<file path="src/rtl/mu_pkg.sv">
package mu_pkg;
  localparam int REG_W    = 32;
  localparam int NUM_IDX  = 4;
  localparam int ADDR_W   = 6;
  // Bit field bases; index n sits at BASE + (NUM_IDX-1-n)
  localparam int GIR_BASE = 16;
  localparam int TXE_BASE = 20;
  localparam int RXF_BASE = 24;
  localparam int GIP_BASE = 28;
  localparam int TIE_BASE = 20;
  localparam int RIE_BASE = 24;
  localparam int GIE_BASE = 28;
endpackage

</file>
<file path="src/rtl/mu_channel.sv">
// One direction of one data index: a word register plus its full flag.
module mu_channel #(
  parameter int W = 32
) (
  input  logic         clk,
  input  logic         rst,
  input  logic         wr_i,
  input  logic [W-1:0] wdata_i,
  input  logic         rd_i,
  output logic [W-1:0] data_o,
  output logic         full_o
);
  logic [W-1:0] data_q;
  logic         full_q;

  always_ff @(posedge clk) begin
    if (rst) begin
      data_q <= '0;
      full_q <= 1'b0;
    end else if (wr_i) begin
      data_q <= wdata_i;
      full_q <= 1'b1;
    end else if (rd_i) begin
      full_q <= 1'b0;
    end
  end

  assign data_o = data_q;
  assign full_o = full_q;

  AST_WRITE_FILLS: assert property (@(posedge clk) disable iff (rst) wr_i |=> full_q);
  AST_WORD_KEPT: assert property (@(posedge clk) disable iff (rst) wr_i |=> data_q == $past(wdata_i));
  AST_READ_DRAINS: assert property (@(posedge clk) disable iff (rst) (rd_i && !wr_i) |=> !full_q);
endmodule

</file>
<file path="src/rtl/mu_side_ctrl.sv">
// Per-side control register and doorbell pending flags.
module mu_side_ctrl
  import mu_pkg::*;
#(
  parameter int N = NUM_IDX
) (
  input  logic             clk,
  input  logic             rst,
  input  logic             ctrl_we_i,
  input  logic             stat_we_i,
  input  logic [REG_W-1:0] wdata_i,
  input  logic [N-1:0]     peer_req_set_i,
  input  logic [N-1:0]     peer_pend_clr_i,
  output logic [N-1:0]     req_set_o,
  output logic [N-1:0]     pend_clr_o,
  output logic [N-1:0]     req_o,
  output logic [N-1:0]     tie_o,
  output logic [N-1:0]     rie_o,
  output logic [N-1:0]     gie_o,
  output logic [N-1:0]     pend_o
);
  logic [N-1:0] req_q, tie_q, rie_q, gie_q, pend_q;

  for (genvar n = 0; n < N; n++) begin : g_idx
    localparam int OFS = N - 1 - n;

    assign req_set_o[n]  = ctrl_we_i && wdata_i[GIR_BASE + OFS];
    // A clear counts only when it really takes the flag down.
    assign pend_clr_o[n] = stat_we_i && wdata_i[GIP_BASE + OFS] && pend_q[n] && !peer_req_set_i[n];

    always_ff @(posedge clk) begin
      if (rst) begin
        req_q[n] <= 1'b0;
        tie_q[n] <= 1'b0;
        rie_q[n] <= 1'b0;
        gie_q[n] <= 1'b0;
      end else if (ctrl_we_i) begin
        req_q[n] <= wdata_i[GIR_BASE + OFS];
        tie_q[n] <= wdata_i[TIE_BASE + OFS];
        rie_q[n] <= wdata_i[RIE_BASE + OFS];
        gie_q[n] <= wdata_i[GIE_BASE + OFS];
      end else if (peer_pend_clr_i[n]) begin
        req_q[n] <= 1'b0;
      end
    end

    always_ff @(posedge clk) begin
      if (rst)                 pend_q[n] <= 1'b0;
      else if (peer_req_set_i[n]) pend_q[n] <= 1'b1;
      else if (pend_clr_o[n])  pend_q[n] <= 1'b0;
    end

    AST_DOORBELL_SETS: assert property (@(posedge clk) disable iff (rst) peer_req_set_i[n] |=> pend_q[n]);
    AST_W1C_CLEARS: assert property (@(posedge clk) disable iff (rst) pend_clr_o[n] |=> !pend_q[n]);
    AST_REQ_WITHDRAWN: assert property (@(posedge clk) disable iff (rst) (peer_pend_clr_i[n] && !ctrl_we_i) |=> !req_q[n]);
  end

  assign req_o  = req_q;
  assign tie_o  = tie_q;
  assign rie_o  = rie_q;
  assign gie_o  = gie_q;
  assign pend_o = pend_q;
endmodule

</file>
<file path="src/rtl/mu_side_port.sv">
// Address decode, registered read mux and registered interrupt for one side.
module mu_side_port
  import mu_pkg::*;
#(
  parameter int N  = NUM_IDX,
  parameter int AW = ADDR_W
) (
  input  logic                     clk,
  input  logic                     rst,
  input  logic                     wr_en_i,
  input  logic                     rd_en_i,
  input  logic [AW-1:0]            addr_i,
  input  logic [N-1:0]             tx_empty_i,
  input  logic [N-1:0]             rx_full_i,
  input  logic [N-1:0]             pend_i,
  input  logic [N-1:0]             req_i,
  input  logic [N-1:0]             tie_i,
  input  logic [N-1:0]             rie_i,
  input  logic [N-1:0]             gie_i,
  input  logic [N-1:0][REG_W-1:0]  rx_data_i,
  output logic [N-1:0]             tx_we_o,
  output logic [N-1:0]             rx_re_o,
  output logic                     stat_we_o,
  output logic                     ctrl_we_o,
  output logic [REG_W-1:0]         rdata_o,
  output logic                     irq_o
);
  localparam int WIDX_W = AW - 2;
  localparam logic [WIDX_W-1:0] STAT_WORD = WIDX_W'(2 * N);
  localparam logic [WIDX_W-1:0] CTRL_WORD = WIDX_W'(2 * N + 1);

  logic [WIDX_W-1:0] widx;
  logic              aligned;
  logic [REG_W-1:0]  stat_word, ctrl_word, rd_next;
  logic              irq_next;

  assign widx    = addr_i[AW-1:2];
  assign aligned = (addr_i[1:0] == 2'b00);

  always_comb begin
    stat_word = '0;
    ctrl_word = '0;
    for (int i = 0; i < N; i++) begin
      stat_word[TXE_BASE + N - 1 - i] = tx_empty_i[i];
      stat_word[RXF_BASE + N - 1 - i] = rx_full_i[i];
      stat_word[GIP_BASE + N - 1 - i] = pend_i[i];
      ctrl_word[GIR_BASE + N - 1 - i] = req_i[i];
      ctrl_word[TIE_BASE + N - 1 - i] = tie_i[i];
      ctrl_word[RIE_BASE + N - 1 - i] = rie_i[i];
      ctrl_word[GIE_BASE + N - 1 - i] = gie_i[i];
    end
  end

  always_comb begin
    tx_we_o   = '0;
    rx_re_o   = '0;
    rd_next   = '0;
    stat_we_o = wr_en_i && aligned && (widx == STAT_WORD);
    ctrl_we_o = wr_en_i && aligned && (widx == CTRL_WORD);
    for (int i = 0; i < N; i++) begin
      tx_we_o[i] = wr_en_i && aligned && (widx == WIDX_W'(i));
      rx_re_o[i] = rd_en_i && aligned && (widx == WIDX_W'(N + i));
      if (rx_re_o[i]) rd_next = rx_data_i[i];
    end
    if (aligned && widx == STAT_WORD) rd_next = stat_word;
    if (aligned && widx == CTRL_WORD) rd_next = ctrl_word;
  end

  assign irq_next = |((tx_empty_i & tie_i) | (rx_full_i & rie_i) | (pend_i & gie_i));

  always_ff @(posedge clk) begin
    if (rst) begin
      rdata_o <= '0;
      irq_o   <= 1'b0;
    end else begin
      if (rd_en_i) rdata_o <= rd_next;
      irq_o <= irq_next;
    end
  end

  AST_IRQ_MASKED: assert property (@(posedge clk) disable iff (rst) ((tie_i | rie_i | gie_i) == '0) |=> !irq_o);
endmodule

</file>
<file path="src/rtl/mu_dual_side.sv">
module mu_dual_side
  import mu_pkg::*;
(
  input  logic              clk,
  input  logic              rst,
  input  logic              a_wr_en,
  input  logic              a_rd_en,
  input  logic [ADDR_W-1:0] a_addr,
  input  logic [REG_W-1:0]  a_wdata,
  output logic [REG_W-1:0]  a_rdata,
  output logic              a_irq,
  input  logic              b_wr_en,
  input  logic              b_rd_en,
  input  logic [ADDR_W-1:0] b_addr,
  input  logic [REG_W-1:0]  b_wdata,
  output logic [REG_W-1:0]  b_rdata,
  output logic              b_irq
);
  localparam int N = NUM_IDX;

  logic [N-1:0][REG_W-1:0] data_ab, data_ba;
  logic [N-1:0] full_ab, full_ba;
  logic [N-1:0] a_tx_we, a_rx_re, b_tx_we, b_rx_re;
  logic         a_stat_we, a_ctrl_we, b_stat_we, b_ctrl_we;
  logic [N-1:0] a_req_set, a_pend_clr, b_req_set, b_pend_clr;
  logic [N-1:0] a_req, a_tie, a_rie, a_gie, a_pend;
  logic [N-1:0] b_req, b_tie, b_rie, b_gie, b_pend;

  for (genvar n = 0; n < N; n++) begin : g_lane
    mu_channel #(.W(REG_W)) u_ab (
      .clk(clk), .rst(rst), .wr_i(a_tx_we[n]), .wdata_i(a_wdata),
      .rd_i(b_rx_re[n]), .data_o(data_ab[n]), .full_o(full_ab[n]));
    mu_channel #(.W(REG_W)) u_ba (
      .clk(clk), .rst(rst), .wr_i(b_tx_we[n]), .wdata_i(b_wdata),
      .rd_i(a_rx_re[n]), .data_o(data_ba[n]), .full_o(full_ba[n]));
  end

  mu_side_ctrl #(.N(N)) u_ctrl_a (
    .clk(clk), .rst(rst), .ctrl_we_i(a_ctrl_we), .stat_we_i(a_stat_we), .wdata_i(a_wdata),
    .peer_req_set_i(b_req_set), .peer_pend_clr_i(b_pend_clr),
    .req_set_o(a_req_set), .pend_clr_o(a_pend_clr), .req_o(a_req),
    .tie_o(a_tie), .rie_o(a_rie), .gie_o(a_gie), .pend_o(a_pend));

  mu_side_ctrl #(.N(N)) u_ctrl_b (
    .clk(clk), .rst(rst), .ctrl_we_i(b_ctrl_we), .stat_we_i(b_stat_we), .wdata_i(b_wdata),
    .peer_req_set_i(a_req_set), .peer_pend_clr_i(a_pend_clr),
    .req_set_o(b_req_set), .pend_clr_o(b_pend_clr), .req_o(b_req),
    .tie_o(b_tie), .rie_o(b_rie), .gie_o(b_gie), .pend_o(b_pend));

  mu_side_port #(.N(N), .AW(ADDR_W)) u_port_a (
    .clk(clk), .rst(rst), .wr_en_i(a_wr_en), .rd_en_i(a_rd_en), .addr_i(a_addr),
    .tx_empty_i(~full_ab), .rx_full_i(full_ba), .pend_i(a_pend), .req_i(a_req),
    .tie_i(a_tie), .rie_i(a_rie), .gie_i(a_gie), .rx_data_i(data_ba),
    .tx_we_o(a_tx_we), .rx_re_o(a_rx_re), .stat_we_o(a_stat_we), .ctrl_we_o(a_ctrl_we),
    .rdata_o(a_rdata), .irq_o(a_irq));

  mu_side_port #(.N(N), .AW(ADDR_W)) u_port_b (
    .clk(clk), .rst(rst), .wr_en_i(b_wr_en), .rd_en_i(b_rd_en), .addr_i(b_addr),
    .tx_empty_i(~full_ba), .rx_full_i(full_ab), .pend_i(b_pend), .req_i(b_req),
    .tie_i(b_tie), .rie_i(b_rie), .gie_i(b_gie), .rx_data_i(data_ab),
    .tx_we_o(b_tx_we), .rx_re_o(b_rx_re), .stat_we_o(b_stat_we), .ctrl_we_o(b_ctrl_we),
    .rdata_o(b_rdata), .irq_o(b_irq));

  AST_SAME_CYCLE_KEEPS: assert property (@(posedge clk) disable iff (rst) (a_tx_we[0] && b_rx_re[0]) |=> full_ab[0]);
endmodule

</file>
<file path="config.mk">
export PLATFORM = sky130hd
export DESIGN_NAME = mu_dual_side
export DESIGN_NICKNAME = d
export VERILOG_FILES = /design/src/rtl/mu_pkg.sv /design/src/rtl/mu_channel.sv /design/src/rtl/mu_side_ctrl.sv /design/src/rtl/mu_side_port.sv /design/src/rtl/mu_dual_side.sv
export SDC_FILE = /design/constraint.sdc
export NUM_CORES = 1
export LEC_CHECK = 0
export BUFFER_PORTS_ARGS = -buffer_cell sky130_fd_sc_hd__buf_2
export CAP_MARGIN = 15
export CORE_ASPECT_RATIO = 1.4
export CORE_MARGIN = 1.5
export CORE_UTILIZATION = 35
export CTS_BUF_LIST = sky130_fd_sc_hd__clkbuf_4
export DETAILED_ROUTE_END_ITERATION = 10
export HOLD_SLACK_MARGIN = 0.1
export REMOVE_ABC_BUFFERS = 1
export SYNTH_ARGS = -nofsm -noshare
export SYNTH_HDL_FRONTEND = slang
export SYNTH_HIERARCHICAL = 1
export SYNTH_SLANG_ARGS = --single-unit
</file>
<file path="constraint.sdc">
create_clock -name clk -period 3.3 [get_ports clk]
set_clock_uncertainty 0.1 [all_clocks]
set_input_delay 0.33 -clock clk [delete_from_list [all_inputs] [get_ports clk]]
set_output_delay 0.33 -clock clk [all_outputs]
set_load 0.01 [all_outputs]
</file>
* Yosys cells after proc, flatten, opt, wreduce, memory -nomap -nowiden
Cells that the tools add are included.
** Word-level totals
- Output and inout port bits :: 66
- Flip-flop bits (word level) :: 370
- Input port bits :: 82
- Logic and storage cells :: 240
** Operators by class
- Multiplexer cells :: 52
- Reductions and logical operators :: 98
- Bitwise logic cells :: 12
- Eq/ne operators :: 18
** Operators by type and width (count)
- $mux W32 :: 12
- $logic_and A1 B1 Y1 :: 60
- $reduce_bool A2 Y1 :: 24
- $mux W1 :: 40
- $eq A4 B3 Y1 const B :: 8
- $and A4 B4 Y4 :: 6
- $eq A4 B2 Y1 const B :: 4
- $eq A4 B4 Y1 const B :: 4
- $or A4 B4 Y4 :: 4
- $eq A4 B1 Y1 const B :: 2
- $logic_not A1 Y1 :: 8
- $logic_not A4 Y1 :: 2
- $not A4 Y4 :: 2
- $reduce_or A4 Y1 :: 2
- $logic_not A2 Y1 :: 2

* Depth between registers and ports, before layout
Gate-level depths: netlist of the first run.
- Word-level depth :: 9
- Mapped depth :: 12
- Depth with buffers taken out :: 7

* Modules after synthesis
The synthesis of the first run kept the hierarchy.
** By module, submodules not included
- mu_channel :: cells an instance 108, seq. area each 660.6 um^2, area an instance 1204.9 um^2, times used 8
- mu_side_port :: cells an instance 242, seq. area each 660.6 um^2, area an instance 2464.9 um^2, times used 2
- mu_side_ctrl :: cells an instance 76, seq. area each 400.4 um^2, area an instance 787.0 um^2, times used 2
- mu_dual_side :: cells an instance 8, seq. area each 0.0 um^2, area an instance 30.0 um^2, times used 1

* Least setup slack after synthesis of the first run
Ideal clock, no wire load.
- Kind :: input to register
- From :: input a_addr[2]
- To :: register u_ctrl_a.req_q[0], in the netlist u_ctrl_a/req_o[0]
- Setup time :: 0.070 ns
- Data arrival time :: 2.602 ns
- Data required time :: 3.130 ns
- Setup slack :: 0.528 ns
- Stages on the path :: 12
- Path buffers :: 5
- Path through :: clkbuf_1 buf_4 buf_2 nor2b_1 and3_1 buf_6 buf_4 nand2_1 inv_1 and4b_1 or3b_2 a21oi_1
** On the way
- Longest elaborated chain between the ends :: 6
- Elaborated cells on any way between the ends :: 7
- Classes of those cells :: eq/ne: 1; mux: 1; reduce/logical: 5
** RTL lines
- from (decl) :: line mu_dual_side.sv:8 : input logic [ADDR_W-1:0] a_addr,
- $eq A4 B4 Y1 :: line mu_side_port.sv:59 : ctrl_we_o = wr_en_i && aligned && (widx == CTRL_WORD);
- $logic_and A1 B1 Y1 :: line mu_side_port.sv:59
- via a_ctrl_we :: line mu_dual_side.sv:24 : logic a_stat_we, a_ctrl_we, b_stat_we, b_ctrl_we;
- $logic_and A1 B1 Y1 :: line mu_side_ctrl.sv:27 : assign req_set_o[n] = ctrl_we_i && wdata_i[GIR_BASE + OFS];
- via a_req_set[0] :: line mu_dual_side.sv:25 : logic [N-1:0] a_req_set, a_pend_clr, b_req_set, b_pend_clr;
- $logic_not A1 Y1 :: line mu_side_ctrl.sv:29 : assign pend_clr_o[n] = stat_we_i && wdata_i[GIP_BASE + OFS] && pend_q[n] && !peer_req_set_i[n];
- $logic_and A1 B1 Y1 :: line mu_side_ctrl.sv:29
- via b_pend_clr[0] :: line mu_dual_side.sv:25
- $reduce_bool A2 Y1 (no line)
- to (signal, indexed assignment) :: line mu_side_ctrl.sv:38 : req_q[n] <= wdata_i[GIR_BASE + OFS];
- to (decl) :: line mu_side_ctrl.sv:22 : logic [N-1:0] req_q, tie_q, rie_q, gie_q, pend_q;
The timed path passes the listed nets, and every way through them passes these cells.
A chain may end at the register's enable or synchronous reset.

* Final worst setup path of the first run
- From :: input a_addr[1]
- To :: register u_port_a.rdata_o[30]
** On the way
- Longest elaborated chain between the ends :: 9
- Elaborated cells on any way between the ends :: 14
- Classes of those cells :: mux: 6; reduce/logical: 8
** RTL lines
- $logic_not A2 Y1 * :: line mu_side_port.sv:38 : assign aligned = (addr_i[1:0] == 2'b00);
- $logic_and A1 B1 Y1 (2 in a row) :: line mu_side_port.sv:62 : rx_re_o[i] = rd_en_i && aligned && (widx == WIDX_W'(N + i));
- $mux W32 (4 in a row) :: line mu_side_port.sv:63 : if (rx_re_o[i]) rd_next = rx_data_i[i];
- $mux W32 :: line mu_side_port.sv:65 : if (aligned && widx == STAT_WORD) rd_next = stat_word;
- $mux W32 * :: line mu_side_port.sv:66 : if (aligned && widx == CTRL_WORD) rd_next = ctrl_word;
- to (signal assigned) :: line mu_side_port.sv:76 : if (rd_en_i) rdata_o <= rd_next;
- to (decl) :: line mu_side_port.sv:25 : output logic [REG_W-1:0] rdata_o,
Every way passes the cells marked *; elsewhere a longest branch is shown, timed or not.

==> metrics.md, run 1 <==
| Metric | Value |
|---|---|
| Port-buffer cells | 147 |
| Initial Utilization | 0.3528 |
| Max cap viols | 0 |
| Combinational power share | 0.067 |
| Clock slew at reported path FFs | 0.07 ns |
| EDFF count, synth | 0 |
| Hold Startpoint | b_addr[1] |
| Drc violations | 0 |
| Routability congestion estimate | 0.7649 |
| Unrepaired setup endpoints after global routing | false |
| WP data required | 3.92 ns |
| Crit path DAT | 3.67 ns |
| Clk Latency, worst-skew pair | 0.78 ns |
| CP Max Fanout | 7 |
| Status | complete, no violations |
| Cell count after synthesis | 1508 |
| Post-DP Area | 0.01710 mm² |
| Cell Area, Synth | 0.01617 mm² |
| Die Span X | 184.7 µm |
| GR Overflow Total | 0 |
| Synth warn | 6 |
| Clock power frac | 0.437 |
| Worst r2r src | g_lane[0].u_ab/data_o[31] |
| Worst-margin pin slew | 0.7507 ns |
| Sw Ratio | 0.2490 |
| Yosys cell types | 39 |
| DP HPWL | 28520 µm |
| Area delta synth->final | 19.33% |
| Synth Area per Inst | 10.72 µm² |
| Via density | 5.081 |
| Hold Path Sink | u_ctrl_b/req_o[3] |
| Core Region | 0.04585 mm² |
| Area contributors post-synth | dfxtp_1 (46%), mux2i_1 (18%), mux4_2 (8.9%) |
| Area of the die | 0.04753 mm² |
| Htree depth | 3 |
| Seq/Total Area, Yosys | 0.4580 |
| Reg-to-reg critical path endpoint | u_port_b/rdata_o[31] |
| Clock buffer depth | 3 |
| Vias in the first global route | 12798 |
| Startpoint types | input pin |
| # clock sinks | 370 |
| Slew HR | 0.4995 |
| Share of post-route cells with drive strength above 1 | 0.2326 |
| Period utilization | 0.9237 |
| Global-route wire length before repair | 70540 µm |
| WL final | 44670 µm |
| Yosys top cell by area | dfxtp_1 |
| Setup violations, final | 0 |
| Flop pwr share | 0.496 |
| Crit. End Element | flop |
| GR Util All Layers | 0.1889 |
| Crit path max-delay cell type | dlygate4sd3_1 |
| Pwr dens | 472.4 mW/mm² |
| Primary FF master, synth | dfxtp_1 |
| Crit Path Category | in -> reg |
| Nets | 1835 |
| Hold Vio Cnt, Final | 0 |
| Peak VDD IR | 0.0004239 V |
| Pins Over Slew Limit | 0 |
| CTS-repair resized insts | 0 |
| Root Buffer | clkbuf_4 |
| Post-synth ARST share | 0 |
| Vias | 12408 |
| Reg-to-reg slack, setup | 1.02 ns |
| Leakage | 6.875 nW |
| Final instance area | 0.01930 mm² |
| DRT Pass-1 Iters | 6 |
| Routed len/inst | 18.29 µm |
| Hold crit path type | in -> reg |
| P_int | 6.846 mW |
| Min Tclk post-route | 3.048 ns |
| FP Rows | 93 |
| Seq cells post-synth | 370 |
| Total chip power | 9.116 mW |
| I/O pin cnt | 148 |
| Most used cell, CP | dlygate4sd3_1 |
| Antenna violations before repair | 1 |
| Cell Chain, Critical Path | dlygate4sd3_1 > buf_2 > nor4b_4 > dlygate4sd3_1 > nand3_1 > dlygate4sd3_1 > a2111oi_2 > dlygate4sd3_1 |
| Largest net degree at the start of global routing | 112 |
| CP max stage delay | 0.79 ns |
| CTS Buf Count | 96 |
| Post-route ant nets | 0 |
| Hold path depth | 5 |
| FMAX | 0.3281 GHz |
| Synth top area share | 0.4580 |
| Sw power | 2.270 mW |
| Drt first-iter violations | 713 |
| Die H | 257.3 µm |
| FF-to-FF path depth | 5 |
| CTS tree | built |
| Post-CTS setup buffer count | 0 |
-- layout by cell type, fill, tap and decap left out, drive strengths merged, types with 10 or more instances in the layout --
cell	instances
nor2	372
dfxtp	370
mux2i	284
buf	184
clkbuf	134
dlygate4sd3	97
mux4	64
nand3	40
a32oi	32
clkinv	31
inv	26
nor4	22
o31a	20
a2111oi	18
a21oi	16
nand2	16
nand2b	12
a311oi	10
-- routing by layer --
metal	global-route usage	wire, µm	vias up
met1	0.2227	18480	6117
met5	0	0	-
met3	0.03948	2126	66
met2	0.3317	23030	316
met4	0.07453	1027	0
li1	-	-	5909
-- power by group through the flow --
stage	combinational (mW)	sequential [mW]	clock (mW)
global placement	0.517	4.62	0
CTS	0.611	4.52	4.12
floorplan	0.159	4.62	0
finish	0.608	4.52	3.99
global route	0.654	4.52	4.34
detailed placement	0.522	4.62	0
-- repair_timing --
action                     CTS  global route
hold endpoints to repair   341             0
hold buffers                97             0
setup endpoints to repair    0             0
-- area by class of cell --
class                           count  area (µm²)
Sequential cell                   370        7407
Fill cell                        4571       26550
Multi-Input combinational cell    978        7685
Antenna cell                        2       5.005
Clock inverter                     34       216.5
Clock buffer                      134        1006
Inverter                           26       97.59
Tap cell                          617       772.0
Timing Repair Buffer              281        2110
-- synthesized netlist by cell type, drive strengths merged (16+ instances only) --
cell type and number:
dfxtp 370, a32oi 32, buf 66, nor2 372, a2111oi 18, inv 24
mux2i 284, nand2 16, nor4 22, nand3 40, a21oi 16, mux4 64
o31a 20, clkbuf 68
-- worst max-delay path, delay by kind of cell --
family          cells  cell delay [ns]
compound gates      1             0.29
simple gates        2             0.37
buf+inv             5             2.68
-- registers in the layout (all words and copies together) (netlist names) --
signal / count
u_ctrl_b/rie_o: 4
g_lane.u_ba/full_o: 4
u_ctrl_a/tie_o: 4
u_ctrl_a/gie_o: 4
g_lane.u_ab/full_o: 4
u_ctrl_b/tie_o: 4
u_port_b/rdata_o: 32
u_ctrl_b/pend_o: 4
g_lane.u_ab/data_o: 128
u_ctrl_b/gie_o: 4
u_port_b/irq_o: 1
u_port_a/irq_o: 1
u_ctrl_a/pend_o: 4
g_lane.u_ba/data_o: 128
u_ctrl_b/req_o: 4
u_ctrl_a/rie_o: 4
u_ctrl_a/req_o: 4
u_port_a/rdata_o: 32
-- logic make-up after synthesis --
logic type | synth area share
DFF | 0.4580
muxes | 0.2649
AOI/OAI and AO/OA | 0.07071
buffers and inverters | 0.07133
and+or+nand+nor | 0.1351
-- per-stage QoR --
| stage | setup slack (ns) | TNS, ns | utilization | hold WS, ns | std cells |
|---|---|---|---|---|---|
| 5_1_grt | 0.2216 | 0 | 0.4209 | 0.1870 | 2442 |
| 4_1_cts | 0.3431 | 0 | 0.4208 | 0.1020 | 2440 |
| 2_1_floorplan | -1.212 | -79.69 | - | 0.2989 | 1374 |
| 3_5_place_dp | 0.5637 | 0 | 0.3730 | 0.3687 | 2175 |
| 6_report | 0.2517 | 0 | 0.4209 | 0.1852 | 2442 |
| 3_3_place_gp | 0.5661 | 0 | 0.3730 | 0.3607 | 2175 |
-- how the worst max path moves through the flow --
stage                    from                        to  slack (ns)  depth (start not counted)
detailed placement  b_addr[4]         u_ctrl_b/req_o[0]        0.56                          8
CTS                 a_addr[1]      u_port_a/rdata_o[30]        0.34                          8
finish              a_addr[1]      u_port_a/rdata_o[30]        0.25                          8
floorplan           a_addr[1]  g_lane[0].u_ab/data_o[0]       -1.21                          5
global route        a_addr[1]      u_port_a/rdata_o[30]        0.22                          8
global placement    b_addr[4]         u_ctrl_b/req_o[0]        0.57                          8
Note: power is estimated with default switching activity, not from simulation.
==> run 2: changes to the inputs <==
Settings changed: ABC_AREA set to 1.
==> run 2 against run 1 <==
Global-route usage grew 3.6 points. Total power fell by 0.34%. Critical path depth increased by 4. Hold slack better by 0.067 ns. Area after synthesis decreased by 0.79%. Final area down 1.8%. Maximum frequency increased by 0.34%. Synthesized cell count up 52%. Sequential share of layout area rose by 0.72 points. Sequential power barely moved. Via count grew 29%. Non-clock buffer count shrank 24. Largest cell class is now flip-flops and latches.
==> metrics.md, run 2 <==
| Metric | Value |
|---|---|
| Status | complete, no violations |
| Routability congestion estimate | 0.8464 (+11%) |
| Most frequent cells in the layout | nor2_1 (632), nand2_1 (444), dfxtp_1 (370), o21ai_0 (286), clkbuf_4 (158) |
| DP HPWL | 33400 µm (+17%) |
| Largest net degree at the start of global routing | 78 (-30%) |
| Min Tclk post-route | 3.038 ns (-0.01035 ns) |
| Final instance area | 0.01894 mm² (-1.8%) |
| Crit. End Element | flop |
| CTS Buf Count | 100 (+4.2%) |
| Non-filler cells in the finished layout | 3211 (+31%) |
| Leakage | 8.214 nW (+19%) |
| Global-route wire length before repair | 83550 µm (+18%) |
| Setup violations, final | 0 (unchanged) |
| Clock slew at reported path FFs | 0.07 ns (about the same) |
| CP Max Fanout | 17 (+10) |
| GR Overflow Total | 0 (unchanged) |
| Period utilization | 0.9206 (-0.003135) |
| Nets | 2605 (+42%) |
| Synth warn | 6 (unchanged) |
| I/O pin cnt | 148 (unchanged) |
| Synth top area share | 0.4616 (+0.003643) |
| WHS | 0.2522 ns (+0.06701 ns) |
| Crit path DAT | 3.65 ns (-0.02 ns) |
| Worst-margin pin slew | 1.170 ns (+0.4192 ns) |
| Share of post-route cells with drive strength above 1 | 0.1563 (-0.07631) |
| Inst Count DP | 2946 (+35%) |
| Hold Startpoint | b_wdata[2] |
| Vias in the first global route | 15661 (+22%) |
| DRT Pass-1 Iters | 6 (unchanged) |
| Startpoint types | input pin |
| Post-DP Area | 0.01681 mm² (-1.7%) |
| Clock buffer depth | 3 (unchanged) |
| FP Rows | 92 (-1.1%) |
| Hold Path Sink | g_lane[0].u_ba/data_o[2] |
| Routed len/inst | 16.74 µm (-8.5%) |
| FMAX | 0.3292 GHz (+0.34%) |
| Root Buffer | clkbuf_4 |
| Yosys cell types | 27 (-31%) |
| Commonest cells post-synth | nor2_1 (632), nand2_1 (444), dfxtp_1 (370), o21ai_0 (286), a21oi_1 (114) |
| Commonest non-fill, non-tap cell in the layout | nor2_1 |
| Clk Latency, worst-skew pair | 0.80 ns (+0.02 ns) |
| Max cap viols | 0 (unchanged) |
| Post-synth ARST share | 0 (unchanged) |
| Via density | 4.975 (-2.1%) |
| Initial Utilization | 0.3556 (+0.002825) |
| Slew HR | 0.2192 (-0.2803) |
| Yosys top cell by area | dfxtp_1 |
| Area contributors post-synth | dfxtp_1 (46%), nor2_1 (15%), nand2_1 (10%) |
| Reg-to-reg critical path endpoint | u_port_b/irq_o |
| Hold path depth | 4 (-1) |
| Pwr dens | 479.6 mW/mm² (+1.5%) |
| Reg-to-reg slack, setup | 1.83 ns (+0.81 ns) |
| Top-count cell post-synth | nor2_1 |
| Pins Over Slew Limit | 0 (unchanged) |
| Primary FF master, synth | dfxtp_1 |
| FF-to-FF path depth | 5 (unchanged) |
| Worst r2r src | g_lane[1].u_ba/full_o |
| Util after Layout | 0.4198 (-0.001157) |
| Seq/Total Area, Yosys | 0.4616 (+0.003643) |
| # clock sinks | 370 (unchanged) |
| Antenna violations before repair | 2 (+1) |
| Fillers | 4815 (+5.3%) |
| CTS tree | built |
| Drc violations | 0 (unchanged) |
| Post-route ant nets | 0 (unchanged) |
| GR Util All Layers | 0.2253 (+0.03638) |
| Drt first-iter violations | 1165 (+63%) |
| Peak VDD IR | 0.0002798 V (-34%) |
| Die Span X | 184.0 µm (-0.39%) |
| Synth Area per Inst | 6.982 µm² (-35%) |
| Crit Path Category | in -> reg |
| Core Region | 0.04512 mm² (-1.6%) |
| WL final | 53760 µm (+20%) |
| Cell Area, Synth | 0.01605 mm² (-0.79%) |
| TNS Setup | 0 ns (unchanged) |
| Hold Vio Cnt, Final | 0 (unchanged) |
| Seq cells post-synth | 370 (unchanged) |
| Area delta synth->final | 18.05% |
| Hold crit path type | in -> reg |
| Cell count after synthesis | 2298 (+52%) |
| EDFF count, synth | 0 (unchanged) |
| Unrepaired setup endpoints after global routing | false |
| Htree depth | 3 (unchanged) |
| Die H | 256.3 µm (-0.39%) |
| Vias | 15975 (+29%) |
| Port-buffer cells | 147 (unchanged) |
| WP data required | 3.91 ns (about the same) |
| Area of the die | 0.04716 mm² (-0.78%) |
| Post-CTS setup buffer count | 0 (unchanged) |
-- run 2: cell families (layout without fill, tap and decap cells) --
kind of cell    after synthesis  count (layout)  synth area share
flops                       370             370            0.4616
buf+inv                     274             574           0.09326
other cells                   0               2                 0
simple gates               1232            1232            0.3096
compound gates              422             422            0.1355
-- run 2: area by class of cell --
cell class	count	area [µm²]	share of cell area
clock buffer	158	1186	0.06262
multi-input combinational	1654	7182	0.3792
clock inverter	19	75.07	0.003963
antenna	2	5.005	0.0002642
tap	611	764.5	0.04036
timing repair buffer	257	1792	0.09459
inverter	140	530.5	0.02801
sequential	370	7407	0.3910
-- run 2: report_power, final --
part / leakage, nW / switching (mW) / internal, mW
sequential: 2.98 / 0.0196 / 4.50
clock: 0.766 / 1.93 / 2.15
combinational: 4.46 / 0.326 / 0.161
-- run 2: worst max-delay path by stage --
stage	cells past startpoint	startpoint	to	slack (ns)
6_report	12	a_addr[0]	u_ctrl_a/rie_o[2]	0.26
3_3_place_gp	9	b_rd_en	u_port_b/rdata_o[13]	0.78
4_1_cts	12	a_addr[0]	u_ctrl_a/rie_o[2]	0.46
2_1_floorplan	5	a_addr[5]	g_lane[0].u_ab/data_o[0]	0.34
3_5_place_dp	9	b_rd_en	u_port_b/rdata_o[9]	0.72
5_1_grt	12	a_addr[0]	u_ctrl_a/rie_o[2]	0.21
-- run 2: worst max-delay path, cell delays in order --
cell	delay (ns)
dlygate4sd3_1	0.53
buf_2	0.13
nor2_2	0.17
dlygate4sd3_1	0.67
nand2_1	0.11
nor2_2	0.14
inv_2	0.13
nor2_1	0.33
buf_4	0.31
nand2_1	0.08
dlygate4sd3_1	0.55
a21oi_1	0.15
-- run 2: repair_timing --
item	4_1_cts	5_1_grt
resized for setup	0	0
hold buffers	86	0
hold endpoints to repair	342	0
-- run 2: per-stage QoR --
stage | total power [mW] | setup slack [ns]
2_1_floorplan | 4.764 | 0.3448
3_3_place_gp | 5.018 | 0.7800
3_5_place_dp | 5.024 | 0.7190
4_1_cts | 9.184 | 0.4553
5_1_grt | 9.479 | 0.2104
6_report | 9.085 | 0.2621
-- run 2: layer usage --
layer  up-vias  track usage  share of wire
li1       7818            -              -
met1      7403       0.2624           0.40
met2       645       0.3978           0.50
met3       109      0.04119          0.068
met4         0       0.1002          0.030
met5         -            0              0
==> run 3: changes to the inputs <==
Settings changed: CTS_BUF_LIST sky130_fd_sc_hd__clkbuf_4 to unset.
==> run 3 against run 2 <==
Critical endpoint is now u_port_b/rdata_o[9]. Flip-flop and latch count unchanged. Sequential power about the same. Setup slack better by 0.46 ns. Critical path depth shrank 2. Total power is 5.3% higher. Highest routed layer unchanged. Cell count is 4.0% lower. Largest cell class unchanged. Critical path type unchanged. First-iteration DRC count up 2.1%. Clock power rose by 12%. Utilization decreased by 0.33 points. Clock-buffer cell count down 101. Combinational power decreased by 3%.
==> metrics.md, run 3 (synthesis gave the netlist of run 2 again) <==
| Metric | Value |
|---|---|
| Die H | 256.3 µm (unchanged) |
| Crit Path Category | in -> reg |
| Worst-margin pin slew | 1.179 ns (+0.009219 ns) |
| Peak VDD IR | 0.0003723 V (+33%) |
| Port-buffer cells | 147 (unchanged) |
| FMAX | 0.3879 GHz (+18%) |
| Slew HR | 0.2131 (-0.006153) |
| Htree depth | 2 (-1) |
| Clock slew at reported path FFs | 0.06 ns (about the same) |
| Routability congestion estimate | 0.8464 (unchanged) |
| Largest net degree at the start of global routing | 78 (unchanged) |
| FP Rows | 92 (unchanged) |
| Crit path launch | b_rd_en |
| Setup violations, final | 0 (unchanged) |
| # clock sinks | 370 (unchanged) |
| GR Util All Layers | 0.2209 (-0.004338) |
| Min Tclk post-route | 2.578 ns (-0.4597 ns) |
| Die Span X | 184.0 µm (unchanged) |
| Cell Chain, Critical Path | dlygate4sd3_1 > buf_2 > inv_4 > nor2_8 > nand2_2 > inv_2 > nand2_1 > nand4_1 > nand2_1 > a21oi_1 |
| DRT Pass-1 Iters | 6 (unchanged) |
| Hold Vio Cnt, Final | 0 (unchanged) |
| CTS Buf Count | 41 (-59%) |
| Reg-to-reg slack, setup | 1.88 ns (+0.05 ns) |
| CP max stage delay | 0.55 ns (-0.12 ns) |
| Clock buffer depth | 3 (unchanged) |
| Most used cell, CP | nand2_1 |
| Max cap viols | 0 (unchanged) |
| Reg-to-reg critical path endpoint | u_port_b/irq_o |
| CP Buf/Inv Count | 4 (-2) |
| FF-to-FF path depth | 5 (unchanged) |
| Period utilization | 0.7813 (-0.1393) |
| Fillers | 4790 (-0.52%) |
| Worst path depth | 10 (-2) |
| CP delay by family, top | buffers and inverters |
| I/O pin cnt | 148 (unchanged) |
| Setup ws final | 0.7217 ns (+0.4597 ns) |
| GR Overflow Total | 0 (unchanged) |
| Area delta synth->final | 17.12% |
| Startpoint types | input pin |
| Core Region | 0.04512 mm² (unchanged) |
| Most frequent cells in the layout | nor2_1 (632), nand2_1 (444), dfxtp_1 (370), o21ai_0 (286), buf_2 (146) |
| Unrepaired setup endpoints after global routing | false |
| Crit. End Element | flop |
| Leakage | 8.017 nW (-2.4%) |
| Worst Setup EP | u_port_b/rdata_o[9] |
| Pwr dens | 509.3 mW/mm² (+6.2%) |
| Post-CTS setup buffer count | 0 (unchanged) |
| Pins Over Slew Limit | 0 (unchanged) |
| Share of post-route cells with drive strength above 1 | 0.1223 (-0.03396) |
| TNS Setup | 0 ns (unchanged) |
| Routed len/inst | 17.17 µm (+2.5%) |
| Crit path DAT | 2.95 ns (-0.70 ns) |
| Drt first-iter violations | 1190 (+2.1%) |
| DP HPWL | 33400 µm (unchanged) |
| CP Max Fanout | 42 (+25) |
| Nets | 2526 (-3.0%) |
| Vias | 15538 (-2.7%) |
| Worst slack, placed | 0.7190 ns (unchanged) |
| CTS tree | built |
| Util after Layout | 0.4165 (-0.003327) |
| Global-route wire length before repair | 82050 µm (-1.8%) |
| Worst r2r src | g_lane[1].u_ba/full_o |
| Crit path max-delay cell type | dlygate4sd3_1 |
| Initial Utilization | 0.3556 (unchanged) |
| Post-DP Area | 0.01681 mm² (unchanged) |
| Clk Latency, worst-skew pair | 0.55 ns (-0.25 ns) |
| WP data required | 3.67 ns (-0.24 ns) |
| Vias in the first global route | 15018 (-4.1%) |
| Status | complete, no violations |
| Final instance area | 0.01879 mm² (-0.79%) |
| Commonest non-fill, non-tap cell in the layout | nor2_1 |
| Root Buffer | clkbuf_16 |
| Hold crit path type | in -> reg |
| Drc violations | 0 (unchanged) |
| Via density | 5.043 (+1.4%) |
| Area of the die | 0.04716 mm² (unchanged) |
| Post-route ant nets | 0 (unchanged) |
| WL final | 52900 µm (-1.6%) |
| Antenna violations before repair | 1 (-1) |
==> run 3: changes by cell type in the layout (fill, tap and decap cells not counted), sizes merged <==
cell and change:
dlygate4sd3 -20, inv -4, clkinv -8, clkbuf -101
diode -1, bufinv +4
==> run 3: stage by stage <==
stage	std cells	power [mW]	hold WS, ns
2_1_floorplan	2164	4.764	0.2924
3_3_place_gp	2946	5.018	0.3495
3_5_place_dp	2946	5.024	0.3527
4_1_cts	3080	9.651	0.1709
5_1_grt	3080	9.863	0.1921
6_report	3081	9.570	0.1803
==> run 3: worst min path at each step <==
stage                    startpoint                   end  slack [ns]  cells past startpoint
4_1_cts                         rst   u_port_a/rdata_o[0]        0.17                      2
6_report                        rst  u_port_a/rdata_o[12]        0.18                      2
2_1_floorplan                   rst     u_ctrl_a/req_o[0]        0.29                      1
3_3_place_gp   u_port_a/rdata_o[15]  u_port_a/rdata_o[15]        0.35                      2
3_5_place_dp    u_port_a/rdata_o[0]   u_port_a/rdata_o[0]        0.35                      2
5_1_grt                         rst   u_port_a/rdata_o[5]        0.19                      2
==> run 3: layer usage <==
layer / GRT usage / part of all wire
met4: 0.07787 / 0.029
met1: 0.2634 / 0.42
met3: 0.03323 / 0.058
met5: 0 / 0
met2: 0.3977 / 0.50
==> run 3: cell type report <==
cell class	count	area (µm²)	area share
Inverter	140	530.5	0.02823
Clock inverter	11	157.7	0.008389
Sequential cell	370	7407	0.3942
Multi-Input combinational cell	1654	7182	0.3822
Tap cell	611	764.5	0.04068
Timing Repair Buffer	237	1592	0.08469
Antenna cell	1	2.502	0.0001332
Clock buffer	57	1156	0.06152
==> run 3: repair_timing <==
item,in CTS,in global routing
hold endpoints to repair,290,0
hold buffers,66,0
resized for setup,0,0
==> run 3: report_power, final <==
| group | internal, mW | switching, mW |
|---|---|---|
| Clock | 2.74 | 1.84 |
| Sequential | 4.50 | 0.0193 |
| Combinational | 0.149 | 0.323 |
| Total | 7.39 | 2.18 |
